File: src/rtl/regpwm_pkg.sv
package regpwm_pkg;

   typedef enum logic [2:0] {
      ST_IDLE,
      ST_ENTER,
      ST_CMD,
      ST_WR,
      ST_RWAIT,
      ST_RDATA,
      ST_DONE
   } regpwm_state_e;

   typedef enum logic [1:0] {
      MODE_LOW,
      MODE_ZERO,
      MODE_ONE,
      MODE_PLAIN
   } regpwm_mode_e;

   localparam logic [3:0] CRC_POLY = 4'h3;

   function automatic logic [3:0] crc4_step(input logic [3:0] c, input logic b);
      logic fb;
      fb = c[3] ^ b;
      return {c[2:0], 1'b0} ^ (fb ? CRC_POLY : 4'h0);
   endfunction

   function automatic logic [3:0] crc4_calc(input logic [15:0] v, input int n);
      logic [3:0] c;
      c = 4'h0;
      for (int i = 15; i >= 0; i--) begin
         if (i < n) c = crc4_step(c, v[i]);
      end
      return c;
   endfunction

endpackage

File: src/rtl/regpwm_sync.sv
module regpwm_sync #(
   parameter int   STAGES  = 2,
   parameter logic RST_VAL = 1'b1
) (
   input  logic clk,
   input  logic rst_n,
   input  logic d,
   output logic q
);
   generate
      if (STAGES < 2) begin : g_bad
         $error("regpwm_sync: STAGES must be at least 2");
      end
   endgenerate

   logic [STAGES-1:0] ff;

   always_ff @(posedge clk or negedge rst_n) begin
      if (!rst_n) ff <= {STAGES{RST_VAL}};
      else        ff <= {ff[STAGES-2:0], d};
   end

   assign q = ff[STAGES-1];
endmodule

File: src/rtl/regpwm_crc4.sv
module regpwm_crc4 (
   input  logic       clk,
   input  logic       rst_n,
   input  logic       clr,
   input  logic       en,
   input  logic       din,
   output logic [3:0] crc_o
);
   import regpwm_pkg::*;

   logic [3:0] crc_q;

   always_ff @(posedge clk or negedge rst_n) begin
      if (!rst_n)   crc_q <= 4'h0;
      else if (clr) crc_q <= 4'h0;
      else if (en)  crc_q <= crc4_step(crc_q, din);
   end

   assign crc_o = crc_q;

   a_r5_clear_zero: assert property (@(posedge clk) disable iff (!rst_n)
      clr |=> (crc_o == 4'h0));
endmodule

File: src/rtl/regpwm_bitgen.sv
module regpwm_bitgen
   import regpwm_pkg::*;
#(
   parameter int PER_W = 16
) (
   input  logic             clk,
   input  logic             rst_n,
   input  logic             run,
   input  regpwm_mode_e     mode,
   input  logic [PER_W-1:0] period,
   input  logic [PER_W-1:0] h0,
   input  logic [PER_W-1:0] h1,
   output logic             line_o,
   output logic             tick_o
);
   generate
      if (PER_W < 4) begin : g_bad
         $error("regpwm_bitgen: PER_W too small");
      end
   endgenerate

   logic [PER_W-1:0] cnt;
   logic [PER_W-1:0] hsel;
   logic             line_q;

   always_comb begin
      case (mode)
         MODE_ZERO:  hsel = h0;
         MODE_ONE:   hsel = h1;
         MODE_PLAIN: hsel = period >> 1;
         default:    hsel = '0;
      endcase
   end

   assign tick_o = run && (cnt == period - 1'b1);

   always_ff @(posedge clk or negedge rst_n) begin
      if (!rst_n) begin
         cnt    <= '0;
         line_q <= 1'b1;
      end else begin
         if (!run || tick_o) cnt <= '0;
         else                cnt <= cnt + 1'b1;
         line_q <= run ? (cnt < hsel) : 1'b1;
      end
   end

   assign line_o = line_q;

   // checker: width of every high phase that started inside a run
   logic [PER_W-1:0] hw;
   logic             armed;
   always_ff @(posedge clk or negedge rst_n) begin
      if (!rst_n) begin
         hw    <= '0;
         armed <= 1'b0;
      end else begin
         hw    <= line_q ? hw + 1'b1 : '0;
         armed <= !run ? 1'b0 : (line_q ? armed : 1'b1);
      end
   end

   a_r3_high_width: assert property (@(posedge clk) disable iff (!rst_n)
      ($fell(line_q) && armed) |-> ((hw == h0) || (hw == h1) || (hw == (period >> 1))));
endmodule

File: src/rtl/regpwm_master.sv
module regpwm_master
   import regpwm_pkg::*;
#(
   parameter int         PER_W       = 16,
   parameter int         WAIT_W      = 16,
   parameter int         SYNC_STAGES = 2,
   parameter logic [2:0] ID_BASE     = 3'b000
) (
   input  logic              clk,
   input  logic              rst_n,
   input  logic              req_valid,
   output logic              req_ready,
   input  logic [7:0]        req_addr,
   input  logic              req_write,
   input  logic [7:0]        req_wdata,
   input  logic [PER_W-1:0]  cfg_period,
   input  logic [WAIT_W-1:0] cfg_wait,
   output logic              bus_clk_o,
   input  logic              bus_data_i,
   output logic              rsp_valid,
   output logic [7:0]        rsp_rdata,
   output logic              rsp_crc_err,
   output logic              rsp_echo_err,
   output logic              rsp_timeout
);
   localparam int CMD_BITS = 16;
   localparam int WR_BITS  = 13;
   localparam int RD_BITS  = 12;
   localparam int BC_W     = $clog2(CMD_BITS + 1);
   localparam logic [BC_W-1:0] CMD_LAST = BC_W'(CMD_BITS - 1);
   localparam logic [BC_W-1:0] WR_LAST  = BC_W'(WR_BITS);
   localparam logic [BC_W-1:0] RD_LAST  = BC_W'(RD_BITS - 1);
   localparam logic [BC_W-1:0] RD_DATA  = BC_W'(8);
   localparam logic [PER_W-1:0] DIV5    = PER_W'(5);

   generate
      if (ID_BASE[0] != 1'b0) begin : g_bad_id
         $error("regpwm_master: ID_BASE must be even");
      end
      if (WAIT_W < 1) begin : g_bad_wait
         $error("regpwm_master: WAIT_W must be positive");
      end
   endgenerate

   regpwm_state_e      st;
   regpwm_mode_e       mode;
   logic               run;
   logic               tick;
   logic               data_s;
   logic [15:0]        shreg;
   logic [12:0]        eshr;
   logic [BC_W-1:0]    bitcnt;
   logic [WAIT_W-1:0]  waitcnt;
   logic [WAIT_W-1:0]  wait_q;
   logic [PER_W-1:0]   period_q, h0_q, h1_q;
   logic               is_wr;
   logic [7:0]         wdata_q;
   logic [10:0]        rx;
   logic [3:0]         crc_rx;
   logic               crc_clr, crc_en;
   logic [10:0]        cmd_pay;
   logic [2:0]         slave_id;
   logic [12:0]        wframe;
   logic               wait_end;

   regpwm_sync #(.STAGES(SYNC_STAGES), .RST_VAL(1'b1)) u_sync (
      .clk   (clk),
      .rst_n (rst_n),
      .d     (bus_data_i),
      .q     (data_s)
   );

   regpwm_bitgen #(.PER_W(PER_W)) u_bitgen (
      .clk    (clk),
      .rst_n  (rst_n),
      .run    (run),
      .mode   (mode),
      .period (period_q),
      .h0     (h0_q),
      .h1     (h1_q),
      .line_o (bus_clk_o),
      .tick_o (tick)
   );

   regpwm_crc4 u_crc (
      .clk   (clk),
      .rst_n (rst_n),
      .clr   (crc_clr),
      .en    (crc_en),
      .din   (data_s),
      .crc_o (crc_rx)
   );

   assign slave_id = ID_BASE | {2'b00, req_addr[7]};
   assign cmd_pay  = {slave_id, req_addr[6:0], req_write};
   assign wframe   = {1'b1, wdata_q, crc4_calc({8'h00, wdata_q}, 8)};
   assign wait_end = (waitcnt == wait_q - 1'b1);

   assign req_ready = (st == ST_IDLE);
   assign rsp_valid = (st == ST_DONE);
   assign crc_clr   = (st == ST_IDLE) && req_valid;
   assign crc_en    = (st == ST_RDATA) && tick && (bitcnt < RD_DATA);

   always_comb begin
      run  = 1'b0;
      mode = MODE_LOW;
      case (st)
         ST_ENTER: begin
            run  = 1'b1;
            mode = MODE_LOW;
         end
         ST_CMD: begin
            run  = 1'b1;
            mode = shreg[15] ? MODE_ONE : MODE_ZERO;
         end
         ST_WR: begin
            run = 1'b1;
            if (bitcnt < WR_LAST) mode = shreg[15] ? MODE_ONE : MODE_ZERO;
            else                  mode = MODE_PLAIN;
         end
         ST_RWAIT, ST_RDATA: begin
            run  = 1'b1;
            mode = MODE_PLAIN;
         end
         default: begin
            run  = 1'b0;
            mode = MODE_LOW;
         end
      endcase
   end

   always_ff @(posedge clk or negedge rst_n) begin
      if (!rst_n) begin
         st           <= ST_IDLE;
         shreg        <= '0;
         eshr         <= '0;
         bitcnt       <= '0;
         waitcnt      <= '0;
         wait_q       <= '0;
         period_q     <= PER_W'(10);
         h0_q         <= PER_W'(2);
         h1_q         <= PER_W'(8);
         is_wr        <= 1'b0;
         wdata_q      <= '0;
         rx           <= '0;
         rsp_rdata    <= '0;
         rsp_crc_err  <= 1'b0;
         rsp_echo_err <= 1'b0;
         rsp_timeout  <= 1'b0;
      end else begin
         case (st)
            ST_IDLE: begin
               if (req_valid) begin
                  period_q     <= cfg_period;
                  h0_q         <= cfg_period / DIV5;
                  h1_q         <= cfg_period - cfg_period / DIV5;
                  wait_q       <= cfg_wait;
                  is_wr        <= req_write;
                  wdata_q      <= req_wdata;
                  shreg        <= {1'b1, cmd_pay, crc4_calc({5'b00000, cmd_pay}, 11)};
                  waitcnt      <= '0;
                  bitcnt       <= '0;
                  rsp_rdata    <= '0;
                  rsp_crc_err  <= 1'b0;
                  rsp_echo_err <= 1'b0;
                  rsp_timeout  <= 1'b0;
                  st           <= ST_ENTER;
               end
            end
            ST_ENTER: begin
               if (tick) begin
                  if (!data_s) begin
                     bitcnt <= '0;
                     st     <= ST_CMD;
                  end else if (wait_end) begin
                     rsp_timeout <= 1'b1;
                     st          <= ST_DONE;
                  end else begin
                     waitcnt <= waitcnt + 1'b1;
                  end
               end
            end
            ST_CMD: begin
               if (tick) begin
                  shreg  <= shreg << 1;
                  bitcnt <= bitcnt + 1'b1;
                  if (bitcnt == CMD_LAST) begin
                     bitcnt  <= '0;
                     waitcnt <= '0;
                     if (is_wr) begin
                        shreg <= {wframe, 3'b000};
                        eshr  <= wframe;
                        st    <= ST_WR;
                     end else begin
                        st    <= ST_RWAIT;
                     end
                  end
               end
            end
            ST_WR: begin
               if (tick) begin
                  shreg  <= shreg << 1;
                  bitcnt <= bitcnt + 1'b1;
                  if (bitcnt != '0) begin
                     if (data_s != eshr[12]) rsp_echo_err <= 1'b1;
                     eshr <= eshr << 1;
                  end
                  if (bitcnt == WR_LAST) st <= ST_DONE;
               end
            end
            ST_RWAIT: begin
               if (tick) begin
                  if (data_s) begin
                     bitcnt <= '0;
                     st     <= ST_RDATA;
                  end else if (wait_end) begin
                     rsp_timeout <= 1'b1;
                     st          <= ST_DONE;
                  end else begin
                     waitcnt <= waitcnt + 1'b1;
                  end
               end
            end
            ST_RDATA: begin
               if (tick) begin
                  rx     <= {rx[9:0], data_s};
                  bitcnt <= bitcnt + 1'b1;
                  if (bitcnt == RD_LAST) begin
                     rsp_rdata   <= rx[10:3];
                     rsp_crc_err <= (crc_rx != {rx[2:0], data_s});
                     st          <= ST_DONE;
                  end
               end
            end
            default: st <= ST_IDLE;
         endcase
      end
   end

   a_r1_idle_line_high: assert property (@(posedge clk) disable iff (!rst_n)
      (st == ST_IDLE && $past(st == ST_IDLE)) |-> bus_clk_o);

   a_r1_busy_not_ready: assert property (@(posedge clk) disable iff (!rst_n)
      (req_valid && req_ready) |=> !req_ready);

   a_r2_enter_holds_low: assert property (@(posedge clk) disable iff (!rst_n)
      (st == ST_ENTER && $past(st == ST_ENTER)) |-> !bus_clk_o);

   a_r10_single_pulse: assert property (@(posedge clk) disable iff (!rst_n)
      rsp_valid |=> !rsp_valid);

   a_r10_timeout_clean: assert property (@(posedge clk) disable iff (!rst_n)
      (rsp_valid && rsp_timeout) |-> (!rsp_crc_err && !rsp_echo_err && rsp_rdata == 8'h00));
endmodule

File: config.mk
export PLATFORM = sky130hd
export DESIGN_NAME = regpwm_master
export DESIGN_NICKNAME = d
export VERILOG_FILES = /design/src/rtl/regpwm_pkg.sv /design/src/rtl/regpwm_sync.sv /design/src/rtl/regpwm_crc4.sv /design/src/rtl/regpwm_bitgen.sv /design/src/rtl/regpwm_master.sv
export SDC_FILE = /design/constraint.sdc
export NUM_CORES = 1
export LEC_CHECK = 0
export BUFFER_PORTS_ARGS = -buffer_cell sky130_fd_sc_hd__buf_2
export CAP_MARGIN = 20
export CELL_PAD_IN_SITES_DETAIL_PLACEMENT = 0
export CELL_PAD_IN_SITES_GLOBAL_PLACEMENT = 1
export CORE_MARGIN = 3
export CORE_UTILIZATION = 43
export CTS_CLUSTER_SIZE = 14
export DETAILED_ROUTE_END_ITERATION = 10
export PLACE_DENSITY_LB_ADDON = 0.08
export SYNTH_ARGS = -nofsm -noshare
export SYNTH_HDL_FRONTEND = slang
export SYNTH_SLANG_ARGS = --single-unit
File: constraint.sdc
create_clock -name clk -period 3.6 [get_ports clk]
set_input_delay 0.18 -clock clk [delete_from_list [all_inputs] [get_ports clk]]
set_output_delay 0.18 -clock clk [all_outputs]
set_load 0.02 [all_outputs]
# After elaboration in Yosys (flattened, before gate mapping)
# Cells that the tools add are included.
# Widths: inputs -> output; s select.
# word_totals
register_bits,171
input_bits,53
out_inout_bits,14
elab_cells,237
# classes
addsub,6
n_div,1
order_cmp,3
n_eq_ne,33
n_mux,110
n_bitwise,35
n_reduce_logical,29
# ops
operator,count
$mux 16,14
$pmux 16 s3,2
$mux 4,22
$mux 13,5
$pmux 16 s4,1
$xor 4x2->4,16
$mux 2,21
$mux 5,8
$mux 3,13
$add 16x1->16 const B,2
$eq 16x16->1,2
$sub 16x1->16 const B,2
$ne 2x2->1 const B,13
$pmux 13 s2,1
$pmux 5 s5,1
$mux 8,3
$pmux 3 s6,1
$div 16x3->16 const B,1
$lt 16x16->1,1
$pmux 8 s2,1
$reduce_and 8->1,2
$sub 16x16->16,1
$eq 5x4->1 const B,3
$xor 1x1->1,15
32 further kinds,66

# Longest topological paths before layout
# Gate-level depths: netlist (run 1).
# depth
word_depth,51
mapped_depth,42

# Cells and area by module
# From an unflattened synthesis (run 1), not the netlist that was laid out.
# hier_totals
hier_cells,1433
area_unflattened_um2,12106.6
# modules_own_cells
mod,n_inst,cells_per_inst,area_each_um2,seq_area_each_um2
regpwm_master,1,1165,9698.1,3658.5
regpwm_bitgen,1,249,2167.1,426.7
regpwm_crc4,1,17,188.9,100.1
regpwm_sync,1,2,52.6,52.6

# Least setup slack after synthesis (run 1)
# No wires, ideal clock.
# synth_timing
path_kind,in2reg
startpoint,input port cfg_period[10]
endpoint,register h1_q[14]
setup_ns,0.134
arrival_ns,7.067
required_ns,3.466
slack_ns,-3.601
stages,40
path_buffers,2
cell_sequence,buf_4 > or4b_1 > a21o_1 > and3_1 > buf_6 > nor2_4 > a2111oi_2 > a2111o_1 > a311oi_1 > nand3_1 > o2111ai_1 > nand2_2 > maj3_1 > nand2_1 > o311a_1 > ha_1 > ha_1 > a21oi_1 > [... 4 more ...] > nand2_1 > ha_1 > inv_1 > fa_1 > a21o_1 > a21oi_1 > o21ai_0 > a21oi_1 > o21ai_0 > a21oi_1 > o21ai_0 > a21oi_1 > o21ai_0 > a21oi_1 > o21bai_1 > a21oi_1 > xnor2_1 > o21ai_0
# synth_between
elab_chain_cells,2
# synth_lines
element,line,text
start: declaration,regpwm_master.sv:16,"input logic [PER_W-1:0] cfg_period,"
$div 16x3->16,regpwm_master.sv:156,h1_q <= cfg_period - cfg_period / DIV5;
$sub 16x16->16 *,regpwm_master.sv:156,
end signal: assignment,regpwm_master.sv:156,
end: declaration,regpwm_master.sv:55,"logic [PER_W-1:0] period_q, h0_q, h1_q;"
# Every way passes the cells marked *; elsewhere a longest branch is shown, timed or not.
# A chain may end at the register's enable or synchronous reset.

# Worst setup path in the final report (run 1)
# layout_timing
startpoint,input port cfg_period[13]
endpoint,register h1_q[14]
# Same word-level chain as after synthesis.

==> results of run 1 <==
==> tightest hold or removal path: stages <==
cell and delay, ns:
buf_2 0.10, buf_4 0.10, nand2_1 0.04, o21ai_0 0.06
==> per-layer routing <==
| layer | global-route usage | up-vias |
|---|---|---|
| met5 | 0 | - |
| li1 | - | 5673 |
| met2 | 0.3669 | 162 |
| met3 | 0.02344 | 27 |
| met1 | 0.3128 | 5373 |
| met4 | 0.04549 | 0 |
==> registers in the layout, summed over array words and instances, names as in the netlist, 2 cells and up <==
signal	flops
bitcnt	5
period_q	16
shreg	16
h1_q	16
h0_q	14
wait_q	16
u_sync.ff	2
st	3
waitcnt	16
rx	11
eshr	13
u_crc.crc_o	4
u_bitgen.cnt	16
wdata_q	8
rsp_rdata	8
==> logic make-up (layout without fill, tap and decap cells) <==
logic type               after synthesis  count (layout)  share of synthesized area
flip-flops                           169             169                     0.3591
adder cells (fa/ha/maj)               48              48                    0.05110
AO/OA/AOI/OAI                        390             390                     0.2205
buffers and inverters                144             440                    0.05025
multiplexers                          23              23                    0.02046
AND/OR/NAND/NOR                      544             544                     0.2206
XOR/XNOR                             105             105                    0.07793
==> where the power goes <==
part / switching (mW) / total [mW] / internal (mW)
Sequential: 0.563 / 3.02 / 2.46
Clock: 0.881 / 1.80 / 0.924
Combinational: 2.82 / 5.34 / 2.52
Total: 4.26 / 10.2 / 5.90
==> cell usage after synthesis, types with 13 or more instances <==
cell type | number | area share
a21oi_1 | 70 | 0.030
a222oi_1 | 15 | 0.013
a22oi_1 | 13 | 0.0083
a31oi_1 | 16 | 0.0085
and3_1 | 18 | 0.0095
clkbuf_1 | 71 | 0.023
dfrtp_1 | 162 | 0.34
ha_1 | 45 | 0.048
inv_1 | 53 | 0.017
mux2i_1 | 14 | 0.012
nand2_1 | 221 | 0.070
nand2b_1 | 22 | 0.012
nand3_1 | 46 | 0.020
nand4_1 | 16 | 0.0085
nor2_1 | 112 | 0.036
nor3_1 | 25 | 0.011
nor4_1 | 13 | 0.0069
o21ai_0 | 138 | 0.059
o22ai_1 | 13 | 0.0069
o31ai_1 | 15 | 0.0095
xnor2_1 | 69 | 0.051
xor2_1 | 36 | 0.027
==> cell type report <==
class,count,area (um2)
Fill cell,2437,11050
Timing Repair Buffer,352,2784
Sequential cell,169,4238
Inverter,56,210.2
Clock inverter,15,147.6
Multi-Input combinational cell,1110,7669
Tap cell,341,426.7
Clock buffer,17,425.4
==> per-stage QoR <==
step	area [um2]	instances
2_1_floorplan	11910	1423
3_3_place_gp	13990	1957
3_5_place_dp	13990	1957
4_1_cts	15430	2042
5_1_grt	15900	2060
6_report	15900	2060
==> path summary, 6_finish.rpt <==
check | from | endpoint | slack (ns) | cells past startpoint
max | cfg_period[13] | h1_q[14] | -2.84 | 40
min | cfg_period[0] | period_q[0] | 0.11 | 4
max reg2reg | period_q[5] | bitcnt[4] | 0.25 | 14
min reg2reg | u_sync.ff[0] | u_sync.ff[1] | 0.36 | 0
max in group asynchronous | rst_n | period_q[3] | 2.38 | 3
min in group asynchronous | rst_n | wait_q[0] | 0.35 | 2
==> what timing repair did <==
item | 4_1_cts | 5_1_grt
cloned | 1 | 3
gates resized for setup | 78 | 79
endpoints found under the hold margin | 110 | 0
pin swaps | 63 | 55
hold buffers | 27 | 0
buffers inserted | 28 | 18
setup endpoints to repair | 33 | 90
==> impl_metrics.tcl, run 1 <==
set metrics [dict create \
    holdWs_ns 0.1073 \
    slowest_stage "or3b_4" \
    route.met3.wl_um 763 \
    grt_max_degree 90 \
    syn_to_final_growth_pct 34.73 \
    crit_buf_inv 3 \
    rows 60 \
    final_common_cell "buf_4" \
    wl_met1_mm 15.88 \
    crit_type "in -> reg" \
    critical_path.top_delay_family "compound AO/OA/AOI/OAI gates" \
    power_mw 10.17 \
    die_width_um 171.7 \
    required_ns 3.88 \
    grtUsageTotal 0.2204 \
    clk_path_buf_depth 2 \
    hpwl_mm 23.21 \
    numCtsBuffers 17 \
    avgViaCountPerCell 5.454 \
    grt_pass1_vias 10800 \
    port-buffer-count 66 \
    cp-start-kind "primary input" \
    worst_slew_pin_slew_ns 0.8998 \
    async_flop_share 1.000 \
    drtIter0Drc 617 \
    cp_data_arrival_time_ns 6.72 \
    fin_util 0.5900 \
    synth_cells 1423 \
    drcViolationCount 0 \
    synth_area_um2 11800 \
    cts_tree "built" \
    ys.flop_type "dfrtp_1" \
    ir_worst_vdd_mv 0.3593 \
    min_period_ns 6.444 \
    maxCapViolCount 0 \
    grt_overflow_total 0 \
    period_share 1.790 \
    place_congestion 0.8678 \
    clk_pin_slew_ns 0.07 \
    io_pins 67 \
    rsz0062_at_grt "yes" \
    ys_warn_count 0 \
    max_stage_delay_ns 0.39 \
    synth.net_count 1522 \
    finalHoldViolCount 0 \
    powerDensity_nw_per_um2 639.3 \
    relSlewSlack 0.4001 \
    clk_latency_ns 0.43 \
    slew_viol_final 0 \
    hold_path.class "in -> reg" \
    setup_violations 18 \
    vias 11240 \
    die_y_um 171.7 \
    antenna_found_initial 0 \
    grt_pass1_wl_mm 53.79 \
    mostFrequentLayoutCells "buf_4 (232), nand2_1 (214), dfrtp_1 (162), o21ai_0 (109), nor2_1 (108)" \
    final_nets 1805 \
    num_antenna_cells 0 \
    status "finished, violations left" \
    core_area_um2 26950 \
    cts_root_buf "clkbuf_16" \
    die_area_um2 29470 \
    setup_ws_ns -2.844 \
    h-tree-depth 4 \
    start_util 0.4379 \
    power_leakage_nw 7.195 \
    avgSynthCellArea_um2 8.293 \
    ys_types 103 \
    fmax_mhz 155.2 \
    top_layer_used "met4" \
    wl_met2_mm 15.57 \
    endpoint_kind "flip-flop" \
    violations "setup timing" \
    wire_per_inst_um 15.80 \
    drive_gt1_frac 0.2996 \
    synth_edf_count 0 \
    post-place-ws_ns -3.779 \
    setup_tns_ns -34.70 \
    ys_seq_area_frac 0.3591 \
    finalClockSkew_ns 0.01782 \
    ant_nets 0 \
    crit_path_frequent_cell "a21oi_2" \
    dr.pass1.iters 8 \
    routed_wl_mm 32.55 \
    worstPathMaxFanout 5 \
    cts.sinks 169 \
    ys_seq_elements 169 \
]
Note: power is estimated with default switching activity, not from simulation.
==> run 2, diff against run 1 <==
--- a/config.mk
+++ b/config.mk
@@ -7,10 +7,10 @@
 export LEC_CHECK = 0
 export BUFFER_PORTS_ARGS = -buffer_cell sky130_fd_sc_hd__buf_2
 export CAP_MARGIN = 20
-export CELL_PAD_IN_SITES_DETAIL_PLACEMENT = 0
-export CELL_PAD_IN_SITES_GLOBAL_PLACEMENT = 1
+export CELL_PAD_IN_SITES_DETAIL_PLACEMENT = 1
+export CELL_PAD_IN_SITES_GLOBAL_PLACEMENT = 2
 export CORE_MARGIN = 3
-export CORE_UTILIZATION = 43
+export CORE_UTILIZATION = 34
 export CTS_CLUSTER_SIZE = 14
 export DETAILED_ROUTE_END_ITERATION = 10
 export PLACE_DENSITY_LB_ADDON = 0.08
==> run 2 against run 1 <==
  * The run still ends with setup timing left
  * Critical path depth rose by 1
  * Wire length rose by 18%
  * Register-to-register slack got worse by 0.19 ns
  * Hold slack got worse by 0.055 ns
  * Clock-buffer cell count did not move
  * Core utilization fell by 11 points
  * Power rose by 3.8%
  * Sequential cell count did not move
  * Clock skew fell by 0.0083 ns
  * Clock power rose by 5%
  * First-iteration DRC count fell by 23%
==> impl_metrics.tcl, run 2 (synthesized netlist as in run 1, its figures left out) <==
set metrics [dict create \
    hpwl_mm 26.89 \
    die_y_um 192.3 \
    critical_path.top_delay_family "compound AO/OA/AOI/OAI gates" \
    setup_ws_ns -3.115 \
    clk_path_buf_depth 2 \
    finalHoldViolCount 0 \
    cp_data_arrival_time_ns 7.04 \
    postPlaceCellArea_um2 14030 \
    num_antenna_cells 0 \
    min_period_ns 6.715 \
    rows 67 \
    setup_tns_ns -39.75 \
    numCtsBuffers 17 \
    drtIter0Drc 475 \
    core_area_um2 33870 \
    fmax_mhz 148.9 \
    worstPathMaxFanout 6 \
    syn_to_final_growth_pct 38.27 \
    max_stage_delay_ns 0.46 \
    wire_per_inst_um 17.73 \
    mostFrequentLayoutCells "buf_4 (230), nand2_1 (209), dfrtp_1 (162), nor2_1 (108), o21ai_0 (100)" \
    top_layer_used "met4" \
    crit_buf_inv 4 \
    clk_latency_ns 0.45 \
    h-tree-depth 4 \
    power_leakage_nw 7.283 \
    relSlewSlack 0.3884 \
    avgViaCountPerCell 5.313 \
    vias 11520 \
    grt_max_degree 109 \
    dr.pass1.iters 6 \
    grt_overflow_total 0 \
    period_share 1.865 \
    fill_cells 3934 \
    grt_pass1_vias 12070 \
    cts_tree "built" \
    final_nets 1807 \
    cp-start-kind "primary input" \
    place_congestion 0.8344 \
    clk_pin_slew_ns 0.07 \
    wl_met2_mm 18.97 \
    ant_nets 0 \
    crit_path_frequent_cell "a21oi_2" \
    route.met3.wl_um 742 \
    ir_worst_vdd_mv 0.3583 \
    crit_type "in -> reg" \
    port-buffer-count 66 \
    power_mw 10.55 \
    antenna_found_initial 0 \
    slew_viol_final 0 \
    worst_slew_pin_slew_ns 0.9174 \
    finalClockSkew_ns 0.009530 \
    die_width_um 192.3 \
    slowest_stage "a2111o_1" \
    drive_gt1_frac 0.3196 \
    routed_wl_mm 38.45 \
    drcViolationCount 0 \
    endpoint_kind "flip-flop" \
    grt_pass1_wl_mm 62.04 \
    die_area_um2 36980 \
    powerDensity_nw_per_um2 646.5 \
    postLayoutCellArea_um2 16320 \
    status "finished, violations left" \
    hold_path.class "in -> reg" \
    wl_met1_mm 18.14 \
    violations "setup timing" \
    cts.sinks 169 \
    setup_violations 18 \
    rsz0062_at_grt "yes" \
    post-place-ws_ns -3.839 \
    maxCapViolCount 0 \
    io_pins 67 \
    grtUsageTotal 0.2060 \
    start_util 0.3485 \
    final_common_cell "buf_4" \
    cts_root_buf "clkbuf_16" \
    required_ns 3.93 \
]
-- run 2: changes by cell type in the layout (fill, tap and decap cells not counted), sizes merged --
| cell | previous run | this run |
|---|---|---|
| inv | 63 | 60 |
| bufinv | 0 | 2 |
| bufbuf | 1 | 2 |
| clkbuf | 18 | 19 |
| clkinvlp | 1 | 2 |
-- run 2: power by group --
group          switching, mW  internal, mW
sequential             0.588          2.46
clock                  0.858          1.04
combinational           3.02          2.59
-- run 2: routing by layer --
| metal | vias to the layer above | GRT usage |
|---|---|---|
| met5 | - | 0 |
| li1 | 5677 | - |
| met3 | 48 | 0.02670 |
| met4 | 0 | 0.04903 |
| met1 | 5688 | 0.2761 |
| met2 | 110 | 0.3536 |
-- run 2: through the flow --
stage | instances | util | hold WS [ns]
after global placement | 2057 | 0.4143 | 0.01073
after global routing | 2169 | 0.4818 | 0.07495
after detailed placement | 2057 | 0.4143 | 0.01078
final | 2169 | 0.4818 | 0.05234
after floorplan | 1423 | - | -0.1156
after CTS | 2149 | 0.4598 | 0.03337
-- run 2: layout make-up --
| cell class | count | area [um2] | share of cell area |
|---|---|---|---|
| clock buffers | 17 | 425.4 | 0.02607 |
| clock inverters | 15 | 162.7 | 0.009968 |
| inverters | 56 | 210.2 | 0.01288 |
| multi-input cells | 1110 | 7881 | 0.4830 |
| flip-flops and latches | 169 | 4238 | 0.2597 |
| well taps | 448 | 560.5 | 0.03435 |
| repair buffers | 354 | 2840 | 0.1741 |
-- run 2: worst reg2reg max path, cell delays in order (launching register included) --
cell,delay (ns)
dfrtp_1,0.41
nor4_4,0.33
nand3_1,0.15
or4_4,0.54
or3b_4,0.39
nand3_2,0.08
o21ai_2,0.05
o22ai_2,0.20
nand4_1,0.17
buf_6,0.17
o21ai_4,0.12
a21oi_2,0.07
or3_4,0.47
a311oi_2,0.22
a21oi_1,0.06
-- run 2: path summary, 6_finish.rpt --
| kind | depth (start not counted) | from | slack (ns) | to |
|---|---|---|---|---|
| worst min-delay path | 4 | cfg_period[0] | 0.05 | period_q[0] |
| min in group asynchronous | 2 | rst_n | 0.11 | wait_q[2] |
| worst max-delay path | 41 | cfg_period[13] | -3.11 | h1_q[14] |
| max in group asynchronous | 3 | rst_n | 2.63 | h0_q[9] |
| worst min register to register | 0 | u_sync.ff[0] | 0.36 | u_sync.ff[1] |
| worst max register to register | 14 | period_q[2] | 0.06 | bitcnt[4] |
-- run 2: repair_timing --
action / 4_1_cts / 5_1_grt
endpoints found under the hold margin: 166 / 0
gates cloned: 2 / 5
pin swaps: 61 / 60
setup buffers: 34 / 19
setup endpoints to repair: 51 / 81
hold buffers: 27 / 0
gates resized for setup: 81 / 133
